===== config.mk =====
export PLATFORM = sky130hd
export DESIGN_NAME = spi_burst_master
export DESIGN_NICKNAME = d
export VERILOG_FILES = /design/src/rtl/spi_burst_pkg.sv /design/src/rtl/spi_clkdiv.sv /design/src/rtl/spi_regs.sv /design/src/rtl/spi_shift.sv /design/src/rtl/spi_burst_master.sv
export SDC_FILE = /design/constraint.sdc
export NUM_CORES = 1
export LEC_CHECK = 0
export BUFFER_PORTS_ARGS = -buffer_cell sky130_fd_sc_hd__buf_2
export CORE_MARGIN = 5
export CORE_UTILIZATION = 28
export DETAILED_ROUTE_END_ITERATION = 8
export GPL_TIMING_DRIVEN = 1
export PLACE_DENSITY = 0.55
export SKIP_CTS_REPAIR_TIMING = 1
export SLEW_MARGIN = 5
export SYNTH_ARGS = -nofsm -noshare
export SYNTH_HDL_FRONTEND = slang
export SYNTH_SLANG_ARGS = --single-unit
export TNS_END_PERCENT = 10

===== constraint.sdc =====
create_clock -name clk -period 7.32 [get_ports clk]
set_clock_uncertainty 0.15 [all_clocks]
set_input_delay 1.464 -clock clk [delete_from_list [all_inputs] [get_ports clk]]
set_output_delay 1.464 -clock clk [all_outputs]
set_load 0.005 [all_outputs]

===== src/rtl/spi_burst_pkg.sv =====
package spi_burst_pkg;
  typedef enum logic [1:0] {S_IDLE, S_BIT, S_TAIL} eng_state_t;

  localparam logic [1:0] RA_CTRL = 2'd0;
  localparam logic [1:0] RA_STAT = 2'd1;
  localparam logic [1:0] RA_DIV  = 2'd2;

  localparam int CB_GO    = 0;
  localparam int CB_LSB   = 1;
  localparam int CB_TXR   = 2;
  localparam int CB_RXR   = 3;
  localparam int CB_SSH   = 4;
  localparam int CB_IE    = 5;
  localparam int CB_BURST = 6;
endpackage


===== src/rtl/spi_clkdiv.sv =====
module spi_clkdiv #(
  parameter int DIV_W = 16
) (
  input  logic             clk,
  input  logic             rst,
  input  logic             run,
  input  logic [DIV_W-1:0] div,
  output logic             tick
);
  logic [DIV_W-1:0] cnt;

  always_ff @(posedge clk) begin
    if (rst || !run)   cnt <= '0;
    else if (cnt == div) cnt <= '0;
    else               cnt <= cnt + DIV_W'(1);
  end

  assign tick = run && (cnt == div);
endmodule


===== src/rtl/spi_regs.sv =====
module spi_regs
  import spi_burst_pkg::*;
#(
  parameter int DATA_W = 32,
  parameter int NBUF   = 4,
  parameter int DIV_W  = 16,
  localparam int IDX_W = $clog2(NBUF),
  localparam int LEN_W = $clog2(DATA_W),
  localparam int AW    = IDX_W + 3
) (
  input  logic              clk,
  input  logic              rst,
  input  logic              psel,
  input  logic              penable,
  input  logic              pwrite,
  input  logic [AW-1:0]     paddr,
  input  logic [DATA_W-1:0] pwdata,
  output logic [DATA_W-1:0] prdata,
  output logic              go,
  output logic              lsb,
  output logic              tx_rise,
  output logic              rx_rise,
  output logic              ss_hi,
  output logic [LEN_W-1:0]  len_m1,
  output logic [IDX_W-1:0]  burst_m1,
  output logic [DIV_W-1:0]  div,
  input  logic [IDX_W-1:0]  rd_idx,
  output logic [DATA_W-1:0] rd_data,
  input  logic              eng_we,
  input  logic [IDX_W-1:0]  eng_idx,
  input  logic [DATA_W-1:0] eng_wdata,
  input  logic              eng_done,
  output logic              irq
);
  localparam int LEN_LSB = CB_BURST + IDX_W;

  logic              ie, flag;
  logic [DATA_W-1:0] mem [NBUF];
  logic [DATA_W-1:0] ctrl_rd;
  logic              wr, is_data;
  logic [1:0]        rsel;
  logic [IDX_W-1:0]  widx;

  assign wr      = psel && penable && pwrite;
  assign is_data = paddr[AW-1];
  assign rsel    = paddr[3:2];
  assign widx    = paddr[2 +: IDX_W];

  always_ff @(posedge clk) begin
    if (rst) begin
      go <= 1'b0; lsb <= 1'b0; tx_rise <= 1'b0; rx_rise <= 1'b0;
      ss_hi <= 1'b0; ie <= 1'b0; len_m1 <= '0; burst_m1 <= '0;
      div <= '0; flag <= 1'b0; irq <= 1'b0;
    end else begin
      if (eng_done) go <= 1'b0;
      else if (wr && !is_data && rsel == RA_CTRL && !go) begin
        go       <= pwdata[CB_GO];
        lsb      <= pwdata[CB_LSB];
        tx_rise  <= pwdata[CB_TXR];
        rx_rise  <= pwdata[CB_RXR];
        ss_hi    <= pwdata[CB_SSH];
        ie       <= pwdata[CB_IE];
        burst_m1 <= pwdata[CB_BURST +: IDX_W];
        len_m1   <= pwdata[LEN_LSB +: LEN_W];
      end
      if (wr && !is_data && rsel == RA_DIV && !go) div <= pwdata[DIV_W-1:0];
      if (eng_done) flag <= 1'b1;
      else if (wr && !is_data && rsel == RA_STAT && pwdata[0]) flag <= 1'b0;
      irq <= flag && ie;
    end
  end

  // Slot storage: no reset, one write port selected by priority
  always_ff @(posedge clk) begin
    if (eng_we) mem[eng_idx] <= eng_wdata;
    else if (wr && is_data && !go) mem[widx] <= pwdata;
  end

  assign rd_data = mem[rd_idx];

  always_comb begin
    ctrl_rd = '0;
    ctrl_rd[CB_GO]  = go;
    ctrl_rd[CB_LSB] = lsb;
    ctrl_rd[CB_TXR] = tx_rise;
    ctrl_rd[CB_RXR] = rx_rise;
    ctrl_rd[CB_SSH] = ss_hi;
    ctrl_rd[CB_IE]  = ie;
    ctrl_rd[CB_BURST +: IDX_W] = burst_m1;
    ctrl_rd[LEN_LSB +: LEN_W]  = len_m1;
  end

  always_ff @(posedge clk) begin
    if (rst) prdata <= '0;
    else if (psel && !penable && !pwrite) begin
      if (is_data) prdata <= mem[widx];
      else begin
        case (rsel)
          RA_CTRL: prdata <= ctrl_rd;
          RA_STAT: prdata <= DATA_W'(flag);
          RA_DIV:  prdata <= DATA_W'(div);
          default: prdata <= '0;
        endcase
      end
    end
  end

  p_done_flag_r8: assert property (@(posedge clk) disable iff (rst)
    eng_done |=> (flag && !go));
  p_busy_div_r10: assert property (@(posedge clk) disable iff (rst)
    (wr && !is_data && rsel == RA_DIV && go) |=> $stable(div));
endmodule


===== src/rtl/spi_shift.sv =====
module spi_shift
  import spi_burst_pkg::*;
#(
  parameter int DATA_W = 32,
  parameter int NBUF   = 4,
  localparam int IDX_W = $clog2(NBUF),
  localparam int LEN_W = $clog2(DATA_W)
) (
  input  logic              clk,
  input  logic              rst,
  input  logic              go,
  input  logic              tick,
  input  logic              lsb,
  input  logic              tx_rise,
  input  logic              rx_rise,
  input  logic [LEN_W-1:0]  len_m1,
  input  logic [IDX_W-1:0]  burst_m1,
  input  logic              miso,
  input  logic [DATA_W-1:0] rd_data,
  output logic [IDX_W-1:0]  rd_idx,
  output logic              run,
  output logic              sclk,
  output logic              ss_act,
  output logic              mosi,
  output logic              wr_en,
  output logic [IDX_W-1:0]  wr_idx,
  output logic [DATA_W-1:0] wr_data,
  output logic              done
);
  eng_state_t        state;
  logic [LEN_W-1:0]  bcnt;
  logic [IDX_W-1:0]  wcnt;
  logic [DATA_W-1:0] txw, rxw, rx_next;
  logic              rise_evt, fall_evt, samp, last_bit, last_word;

  function automatic logic [LEN_W-1:0] pos(input logic [LEN_W-1:0] k);
    return lsb ? k : len_m1 - k;
  endfunction

  assign rise_evt  = (state == S_BIT) && tick && !sclk;
  assign fall_evt  = (state == S_BIT) && tick && sclk;
  assign last_bit  = (bcnt == len_m1);
  assign last_word = (wcnt == burst_m1);
  assign samp      = rx_rise ? rise_evt : fall_evt;
  assign run       = (state != S_IDLE);
  assign rd_idx    = (state == S_IDLE) ? '0 : wcnt + IDX_W'(1);
  assign wr_en     = fall_evt && last_bit;
  assign wr_idx    = wcnt;
  assign wr_data   = rx_next;
  assign done      = (state == S_TAIL) && tick;

  always_comb begin
    rx_next = rxw;
    if (samp) rx_next[pos(bcnt)] = miso;
  end

  always_ff @(posedge clk) begin
    if (rst) begin
      state <= S_IDLE; bcnt <= '0; wcnt <= '0; txw <= '0; rxw <= '0;
      sclk <= 1'b0; ss_act <= 1'b0; mosi <= 1'b0;
    end else begin
      case (state)
        S_IDLE: if (go) begin
          state  <= S_BIT;
          bcnt   <= '0;
          wcnt   <= '0;
          txw    <= rd_data;
          rxw    <= '0;
          ss_act <= 1'b1;
          mosi   <= rd_data[pos('0)];
        end
        S_BIT: begin
          rxw <= rx_next;
          if (rise_evt) begin
            sclk <= 1'b1;
            if (tx_rise && bcnt != '0) mosi <= txw[pos(bcnt)];
          end
          if (fall_evt) begin
            sclk <= 1'b0;
            if (last_bit) begin
              bcnt <= '0;
              if (last_word) state <= S_TAIL;
              else begin
                wcnt <= wcnt + IDX_W'(1);
                txw  <= rd_data;
                rxw  <= '0;
                mosi <= rd_data[pos('0)];
              end
            end else begin
              bcnt <= bcnt + LEN_W'(1);
              if (!tx_rise) mosi <= txw[pos(bcnt + LEN_W'(1))];
            end
          end
        end
        S_TAIL: if (tick) begin
          state  <= S_IDLE;
          ss_act <= 1'b0;
        end
        default: state <= S_IDLE;
      endcase
    end
  end

  p_sclk_idle_r7: assert property (@(posedge clk) disable iff (rst)
    (state == S_IDLE) |-> !sclk);
  p_bitcnt_r2: assert property (@(posedge clk) disable iff (rst)
    (state == S_BIT) |-> (bcnt <= len_m1));
  p_wordcnt_r3: assert property (@(posedge clk) disable iff (rst)
    (state != S_IDLE) |-> (wcnt <= burst_m1));
  p_tail_r11: assert property (@(posedge clk) disable iff (rst)
    (state == S_TAIL) |-> (ss_act && !sclk));
endmodule


===== src/rtl/spi_burst_master.sv =====
module spi_burst_master #(
  parameter int DATA_W = 32,
  parameter int NBUF   = 4,
  parameter int DIV_W  = 16,
  localparam int IDX_W = $clog2(NBUF),
  localparam int LEN_W = $clog2(DATA_W),
  localparam int AW    = IDX_W + 3
) (
  input  logic              clk,
  input  logic              rst,
  input  logic              psel,
  input  logic              penable,
  input  logic              pwrite,
  input  logic [AW-1:0]     paddr,
  input  logic [DATA_W-1:0] pwdata,
  output logic [DATA_W-1:0] prdata,
  output logic              sclk,
  output logic              ss,
  output logic              mosi,
  input  logic              miso,
  output logic              irq
);
  logic              go, lsb, tx_rise, rx_rise, ss_hi, tick, run, ss_act;
  logic              eng_we, eng_done;
  logic [LEN_W-1:0]  len_m1;
  logic [IDX_W-1:0]  burst_m1, rd_idx, eng_idx;
  logic [DIV_W-1:0]  div;
  logic [DATA_W-1:0] rd_data, eng_wdata;

  spi_regs #(.DATA_W(DATA_W), .NBUF(NBUF), .DIV_W(DIV_W)) u_regs (
    .clk, .rst, .psel, .penable, .pwrite, .paddr, .pwdata, .prdata,
    .go, .lsb, .tx_rise, .rx_rise, .ss_hi, .len_m1, .burst_m1, .div,
    .rd_idx, .rd_data, .eng_we, .eng_idx, .eng_wdata, .eng_done, .irq
  );

  spi_clkdiv #(.DIV_W(DIV_W)) u_div (
    .clk, .rst, .run, .div, .tick
  );

  spi_shift #(.DATA_W(DATA_W), .NBUF(NBUF)) u_shift (
    .clk, .rst, .go, .tick, .lsb, .tx_rise, .rx_rise, .len_m1, .burst_m1,
    .miso, .rd_data, .rd_idx, .run, .sclk, .ss_act, .mosi,
    .wr_en(eng_we), .wr_idx(eng_idx), .wr_data(eng_wdata), .done(eng_done)
  );

  assign ss = ss_act ? ss_hi : !ss_hi;

  p_ss_hold_r11: assert property (@(posedge clk) disable iff (rst)
    (sclk != $past(sclk)) |-> ss_act);
endmodule


==> flow_summary.toml, run 1 <==
[floorplan]
io_pins = 79
die_h_um = 239.0
initial_utilization = 0.2811
die_area_sq_mm = 0.05712
num_rows = 84
core_area_sq_mm = 0.05224
die_x_um = 239.0

[yosys]
synth_edf_count = 128
syn_nets = 1495
synth_cells = 1439
yosysSeqAreaShare = 0.4731
synth_top_cell_by_area = "edfxtp_1"
async_reset_ff_frac = 0
synth_ff_type = "dfxtp_1"
synth_area_sq_mm = 0.01468
synth_area_per_cell_sq_um = 10.20
ys_seq_elements = 283
yosys_warnings = 0
synth_top_area_frac = 0.2618
synth_cell_type_count = 78
yosys-top-cells-area = "edfxtp_1 26%, dfxtp_1 21%, mux2i_1 6.8%"

[critical_path]
crit_buf_inv = 2
worstReg2RegStart = "u_regs.len_m1[0]"
cp_max_fo = 12
worstPathArrival_ps = 5030
worst_setup_path_end_kind = "flop"
critPathMaxStageDelay_ps = 780
startpoint = "u_regs.len_m1[0]"
worstSetupPathType = "reg -> reg"
critPathRequiredTime_ps = 7480
path_cells = "clkinv_1 -> ha_1 -> inv_1 -> fa_1 -> mux2_1 -> nor3_2 -> and3_1 -> mux2i_1 -> a21oi_1"
slowest_stage = "nor3_2"
crit_path_start_kind = "flop"
cpLargestDelayFamily = "simple AND/OR/NAND/NOR gates"

[placement]
io_buffers = 76
postPlaceCellArea_sq_mm = 0.01566
dp_hpwl_um = 31580
routabilityCongestion = 0.8590
dp.cells = 2120

[layout]
antenna_cells = 0
drive_above_1_share = 0.1605
fin_cells = 2177
layout_common_cells = "224 x nor2_1, 154 x dfxtp_1, 128 x edfxtp_1"
final_core_util = 0.3211
area_growth_pct = 14.24
final_cell_area_sq_mm = 0.01677
mostFrequentLayoutCell = "nor2_1"
nNetsFinal = 1521

[timing]
fin_setup_tns_ps = 0
hold_violations = 0
period_share = 0.6649
final-setup-viol-count = 0
fin_crit_ps = 4867
rsz0062_at_grt = "false"
holdWs_ps = 305.3
drv_slew = 0
worst_pin_slew_ps = 1122
relSlewSlack = 0.2507
max_freq_mhz = 205.5

[detailed_routing]
routedWlPerCell_um = 21.54
ant_nets = 0
drtIter0Drc = 954
vias_per_cell = 5.299
drc_errors = 0
first_pass_iters = 5
drt_wl_total_um = 46900
vias = 11536

[hold_path]
min_from = "u_regs.prdata[14]"
hold_class = "reg -> reg"

[global_route]
grt_pass1_wl_um = 70650
grt_max_degree = 77
grt_pass1_vias = 11312
antenna_found_initial = 0
overflow = 0
track_usage = 0.1592

[pwr]
pwr-share-comb = 0.046
p_sw_frac = 0.2225
clockPowerShare = 0.486
ir_drop_v = 0.0001607
switchingPower_w = 0.0007925
p_int_w = 0.002770
power.leakage_nw = 6.213
p_seq_frac = 0.468
p_per_area_mw_per_mm2 = 212.4

[clocking]
cts_sinks = 283
cts_buffers = 31
clk_latency_ps = 580
h-tree-depth = 1
tritoncts = "yes"
cts.clk_slew.worst_paths_ps = 60
clockBufferDepth = 3
cts-root-buf = "clkbuf_16"

[outcome]
status = "completed"

[run]
maxCapViolations = 0
## power groups by stage
stage                     Sequential, W  Clock, W  Combinational (W)
after floorplan                 0.00170         0          0.0000997
after CTS                       0.00167   0.00175           0.000166
final                           0.00167   0.00173           0.000165
after detailed placement        0.00170         0           0.000166
after global placement          0.00170         0           0.000164
after global routing            0.00167   0.00182           0.000177
## per-stage QoR
stage,power (W),setup slack (ps)
after floorplan,0.001798,1011
after global placement,0.001864,2502
after detailed placement,0.001866,2518
after CTS,0.003586,2497
after global routing,0.003662,2246
final,0.003563,2453
## Yosys cell counts (11+ instances only)
master     instances
nor2_1           224
dfxtp_1          155
edfxtp_1         128
nand2_1          117
a21oi_1          109
mux2i_1          100
clkbuf_1          73
mux4_2            40
a2bb2oi_1         32
xnor2_1           29
mux2_2            27
nor3_1            27
inv_1             24
nand3_1           22
o21ai_0           22
o2bb2ai_1         21
a22oi_1           20
a211oi_1          19
a221oi_1          19
o22ai_1           18
and3_1            17
buf_2             17
nor2b_1           17
xor2_1            13
ha_1              11
## worst min-delay path, cell delays in order, from the launching register on
cell and delay, ps:
dfxtp_1 310, nand2_1 50, a21oi_1 50
## worst paths after layout
| kind | end | slack (ps) | cells past startpoint |
|---|---|---|---|
| worst max-delay path | u_regs.mem[1][17] | 2450 | 9 |
| worst min-delay path | u_regs.prdata[14] | 310 | 2 |
| worst max register to register | u_regs.mem[1][17] | 2450 | 9 |
| worst min register to register | u_regs.prdata[14] | 310 | 2 |
## logic make-up after synthesis
kind of cell    Yosys count  synth area share
mux                     170            0.1529
fa+ha+maj                13           0.01210
simple gates            476            0.1453
buf+inv                 133           0.03962
xor+xnor                 42           0.02505
flops                   283            0.4731
compound gates          322            0.1519
## sequential cells by signal (all words and copies together), names as in the netlist
register         cells
u_regs.ie            1
u_regs.prdata       32
u_shift.txw         32
u_regs.lsb           1
u_shift.bcnt         5
u_regs.ss_hi         1
u_shift.sclk         1
u_shift.rxw         32
u_regs.burst_m1      2
u_regs.len_m1        5
u_shift.ss_act       1
u_regs.div          16
u_shift.state        2
u_shift.wr_idx       2
u_regs.mem         128
u_regs.irq           1
u_regs.go            1
u_div.cnt           16
u_regs.tx_rise       1
u_regs.flag          1
u_shift.mosi         1
u_regs.rx_rise       1
## cell type report
type / instances / area, sq um
fill: 5296 / 35460
multi-input combinational: 1023 / 7181
sequential: 283 / 6948
tap: 688 / 860.8
clock buffer: 34 / 787.0
timing repair buffer: 101 / 573.1
clock inverter: 23 / 331.6
inverter: 25 / 93.84
## metal layers
metal	vias up	global-route usage	wire length [um]
li1	5366	-	-
met1	5731	0.2134	20350
met2	353	0.2686	22360
met3	86	0.02007	2695
met4	0	0.05101	1497
met5	-	0	0
Note: power is estimated with default switching activity, not from simulation.
==> run 2, diff against run 1 <==
Settings changed: ABC_AREA from default to 1.
Clock period 7.32 ns to 4.58 ns, I/O delays scaled along.
==> flow_summary.toml, run 2 <==
[yosys]
yosys-top-cells-area = "edfxtp_1 26%, dfxtp_1 21%, nand2_1 17%"
yosysSeqAreaShare = 0.4683
ys_seq_elements = 283
synth.top_cells.by_count = "678 x nand2_1, 215 x nand3_1, 155 x dfxtp_1"
syn_nets = 2017
yosysMostFrequentCell = "nand2_1"
synth_top_area_frac = 0.2591
synth_edf_count = 128
async_reset_ff_frac = 0
synth_area_per_cell_sq_um = 7.564
synth_ff_type = "dfxtp_1"
synth_area_sq_mm = 0.01483
synth_cells = 1961
synth_top_cell_by_area = "edfxtp_1"
synth_cell_type_count = 47
yosys_warnings = 0

[placement]
io_buffers = 76
routabilityCongestion = 0.9529
dp_hpwl_um = 34770

[detailed_routing]
drtIter0Drc = 1134
drc_errors = 0
first_pass_iters = 5
vias_per_cell = 5.025
ant_nets = 0
vias = 13687
drt_wl_total_um = 49930
routedWlPerCell_um = 18.33

[layout]
regMostFlops = "u_regs.mem"
multiInputGateArea_sq_mm = 0.006859
nNetsFinal = 2066
fill_cells = 5541
drive_above_1_share = 0.1086
mostFrequentLayoutCell = "nand2_1"
ff_latch_area_sq_mm = 0.006947
largest_reg_flops = 128
layout_common_cells = "678 x nand2_1, 215 x nand3_1, 155 x dfxtp_1"
area_growth_pct = 15.21

[floorplan]
core_area_sq_mm = 0.05255
die_area_sq_mm = 0.05768
initial_utilization = 0.2823
die_x_um = 240.2
num_rows = 84
die_h_um = 240.2
io_pins = 79

[critical_path]
critPathRequiredTime_ps = 4750
startpoint = "u_regs.len_m1[0]"
worst_setup_path_end_kind = "flop"
cp_max_fo = 9
worstSetupPathDepth = 14
path_cells = "inv_1 -> ha_1 -> inv_1 -> fa_1 -> inv_1 -> o21ai_0 -> clkinv_1 -> nor2_1 -> buf_4 -> nand2_1 -> o21ai_1 -> nand2_1 -> nand3_1 -> nand2_1"
slowest_stage = "nor2_1"
critPathMaxStageDelay_ps = 640
rr_endpoint = "u_regs.mem[1][2]"
crit_path_start_kind = "flop"
crit_buf_inv = 5
ff2ff_path_depth = 14
cpLargestDelayFamily = "simple AND/OR/NAND/NOR gates"
worstPathArrival_ps = 4200
critPathCapture = "u_regs.mem[1][2]"
worstReg2RegStart = "u_regs.len_m1[0]"
worst-r2r-setup-slack_ps = 550
worstSetupPathType = "reg -> reg"

[global_route]
grt_pass1_wl_um = 75790
overflow = 0
antenna_found_initial = 0
grt_max_degree = 86
grt_pass1_vias = 12884
track_usage = 0.1677

[timing]
final-setup-viol-count = 0
drv_slew = 0
fin_crit_ps = 4033
fin_setup_tns_ps = 0
rsz0062_at_grt = "false"
max_freq_mhz = 248.0
hold_violations = 0
relSlewSlack = 0.2382
period_share = 0.8805
worst_pin_slew_ps = 1143

[clocking]
clk_latency_ps = 590
cts_buffers = 31
cts-root-buf = "clkbuf_16"
cts.clk_slew.worst_paths_ps = 60
cts_sinks = 283
h-tree-depth = 1
tritoncts = "yes"
clockBufferDepth = 3

[pwr]
power.leakage_nw = 6.907
ir_drop_v = 0.0003266
p_per_area_mw_per_mm2 = 334.7
finalPower_w = 0.005719

[outcome]
status = "completed"

[run]
maxCapViolations = 0

[hold_path]
hold_class = "reg -> reg"
==> run 2: power by group <==
part	leakage (nW)	total, W	internal, W	switching (W)
combinational	3.93	0.000371	0.000105	0.000266
clock	0.541	0.00268	0.00159	0.00109
sequential	2.44	0.00267	0.00265	0.0000169
total	6.91	0.00572	0.00435	0.00137
==> run 2: cell families (layout without fill, tap and decap cells) <==
group,count (synthesis),after routing,synth area share
AOI/OAI and AO/OA,366,366,0.1462
buffers and inverters,247,321,0.07128
DFF,283,283,0.4683
adders and majority gates,13,13,0.01198
other,0,1,0
and+or+nand+nor,1027,1027,0.2870
xor gates and xnor gates,25,25,0.01527
==> run 2: per-layer routing <==
metal / share of wire / GRT usage / wire (um) / vias to the layer above
met2: 0.48 / 0.2829 / 23960 / 462
met3: 0.062 / 0.02053 / 3082 / 93
li1: - / - / - / 6678
met4: 0.037 / 0.06671 / 1843 / 0
met1: 0.42 / 0.2197 / 21040 / 6454
met5: 0 / 0 / 0 / -
==> run 2: cell type report <==
type	count	share of cell area
Multi-Input combinational cell	1431	0.4014
Tap cell	688	0.05037
Antenna cell	1	0.0001464
Timing Repair Buffer	118	0.04525
Sequential cell	283	0.4065
Clock buffer	42	0.05154
Inverter	145	0.03185
Clock inverter	16	0.01296
==> run 2: how the worst min path moves through the flow <==
stage / start / endpoint / slack [ps] / cells after the start
finish: u_regs.prdata[26] / u_regs.prdata[26] / 310 / 2
detailed placement: u_regs.prdata[26] / u_regs.prdata[26] / 300 / 2
CTS: u_regs.prdata[26] / u_regs.prdata[26] / 310 / 2
global route: u_shift.rxw[21] / u_shift.rxw[21] / 330 / 2
floorplan: u_regs.flag / u_regs.irq / 280 / 2
global placement: u_shift.rxw[19] / u_shift.rxw[19] / 300 / 2
==> run 2: tightest hold or removal path, stage by stage, from the launching register on <==
cell	delay, ps
dfxtp_1	310
nand2_1	60
a21oi_1	50
==> run 2: through the flow <==
stage | hold WS (ps) | worst slack [ps] | cell area (sq um) | utilization | instances
2_1_floorplan | 279.1 | 593.1 | 14830 | - | 1961
3_3_place_gp | 301.4 | 663.2 | 15980 | 0.3042 | 2665
3_5_place_dp | 303.6 | 653.2 | 15980 | 0.3042 | 2665
4_1_cts | 313.5 | 641.7 | 17090 | 0.3251 | 2723
5_1_grt | 333.1 | 410.0 | 17090 | 0.3251 | 2723
6_report | 311.2 | 547.3 | 17090 | 0.3252 | 2724
==> run 3, diff against run 2 <==
Settings changed: ABC_AREA 1 to 0, CTS_BUF_LIST from default to sky130_fd_sc_hd__clkbuf_8, PLACE_DENSITY 0.55 to 0.46.
==> flow_summary.toml, run 3 (synthesis gave the netlist of run 1 again) <==
[timing]
worst_pin_slew_ps = 1179
drv_slew = 0
period_share = 0.8428
fin_crit_ps = 3860
hold_violations = 0
final-setup-viol-count = 0
max_freq_mhz = 259.1
fin_setup_tns_ps = 0
worst_slack_ps = 720.2
rsz0062_at_grt = "false"
relSlewSlack = 0.2125

[placement]
dp_hpwl_um = 34320
io_buffers = 76
dp.cells = 2149
place_ws_ps = 821.0
routabilityCongestion = 0.8494
postPlaceCellArea_sq_mm = 0.01593

[global_route]
grt_max_degree = 74
antenna_found_initial = 1
overflow = 0
grt_pass1_vias = 11454
grt_pass1_wl_um = 74160
track_usage = 0.1705

[pwr]
pwr-share-comb = 0.052
ir_drop_v = 0.0001809
clockPowerShare = 0.456
switchingPower_w = 0.001320
power.leakage_nw = 6.436
p_sw_frac = 0.2443
p_int_w = 0.004083
p_per_area_mw_per_mm2 = 318.0
p_seq_frac = 0.493

[clocking]
clockBufferDepth = 3
cts.clk_slew.worst_paths_ps = 60
cts_sinks = 283
cts-root-buf = "clkbuf_8"
tritoncts = "yes"
cts_buffers = 52
h-tree-depth = 2
clk_latency_ps = 650

[hold_path]
hold_depth = 2
min_to = "u_regs.prdata[13]"
hold_class = "reg -> reg"
min_from = "u_regs.prdata[13]"

[layout]
area_growth_pct = 15.70
mostFrequentLayoutCell = "nor2_1"
nNetsFinal = 1571
fill_cells = 5390
final_core_util = 0.3253
regMostFlops = "u_regs.mem"
largest_reg_flops = 128
drive_above_1_share = 0.1841
fin_cells = 2248
final_cell_area_sq_mm = 0.01699
layout_common_cells = "224 x nor2_1, 154 x dfxtp_1, 128 x edfxtp_1"

[floorplan]
num_rows = 84
die_h_um = 239.0
io_pins = 79
initial_utilization = 0.2811
die_area_sq_mm = 0.05712
die_x_um = 239.0
core_area_sq_mm = 0.05224

[detailed_routing]
drc_errors = 0
ant_nets = 0
drtIter0Drc = 962
met3_length_um = 3396
top_layer_used = "met4"
routedWlPerCell_um = 22.17
met2WireLength_um = 22470
vias_per_cell = 5.221
first_pass_iters = 5
vias = 11736
m1WireLength_um = 22320
drt_wl_total_um = 49830

[critical_path]
ff2ff_path_depth = 11
worstPathArrival_ps = 4190
rr_endpoint = "u_shift.mosi"
startpoint = "u_shift.bcnt[0]"
crit_path_start_kind = "flop"
worst-r2r-setup-slack_ps = 720
worstSetupPathType = "reg -> reg"
worstReg2RegStart = "u_shift.bcnt[0]"
worst_setup_path_end_kind = "flop"
cp_max_fo = 9
critPathRequiredTime_ps = 4910

[run]
maxCapViolations = 0

[outcome]
status = "completed"
-- run 3: critical path, stage by stage (launching register included) --
cell and delay, ps:
dfxtp_1 510, ha_1 230, inv_1 60, fa_1 530
mux2_1 470, mux4_2 370, and3_1 190, a211oi_1 430
o221ai_1 250, and3_1 240, a211oi_2 190, o22ai_1 110
-- run 3: layer usage --
metal  vias up  track usage
met1      5772       0.2317
met4         0      0.06208
met3        91      0.04188
met2       384       0.2651
li1       5489            -
met5         -            0
-- run 3: area by class of cell --
cell class / count / area [sq um] / share of cell area
multi-input cells: 1023 / 7188 / 0.4231
flip-flops and latches: 283 / 6948 / 0.4089
well taps: 688 / 860.8 / 0.05067
repair buffers: 130 / 840.8 / 0.04949
clock buffers: 58 / 798.3 / 0.04698
clock inverters: 40 / 257.7 / 0.01517
inverters: 25 / 93.84 / 0.005523
diodes: 1 / 2.502 / 0.0001473
-- run 3: worst max-delay path by stage --
stage,endpoint,slack [ps]
floorplan,u_regs.mem[0][0],-1180
global placement,u_shift.mosi,840
detailed placement,u_shift.mosi,820
CTS,u_shift.mosi,840
global route,u_regs.mem[2][1],560
finish,u_shift.mosi,720
-- run 3: power groups by stage --
stage	Clock, W	Combinational [W]	Sequential (W)
after global placement	0	0.000278	0.00272
after CTS	0.00254	0.000280	0.00266
after global routing	0.00265	0.000298	0.00266
after detailed placement	0	0.000279	0.00272
final	0.00246	0.000278	0.00266
after floorplan	0	0.000159	0.00271
-- run 3: through the flow --
step | hold WS, ps | total power (W)
after CTS | 304.5 | 0.005483
after global routing | 318.1 | 0.005609
after floorplan | 269.9 | 0.002873
after detailed placement | 296.2 | 0.002995
final | 300.8 | 0.005403
after global placement | 295.1 | 0.002994
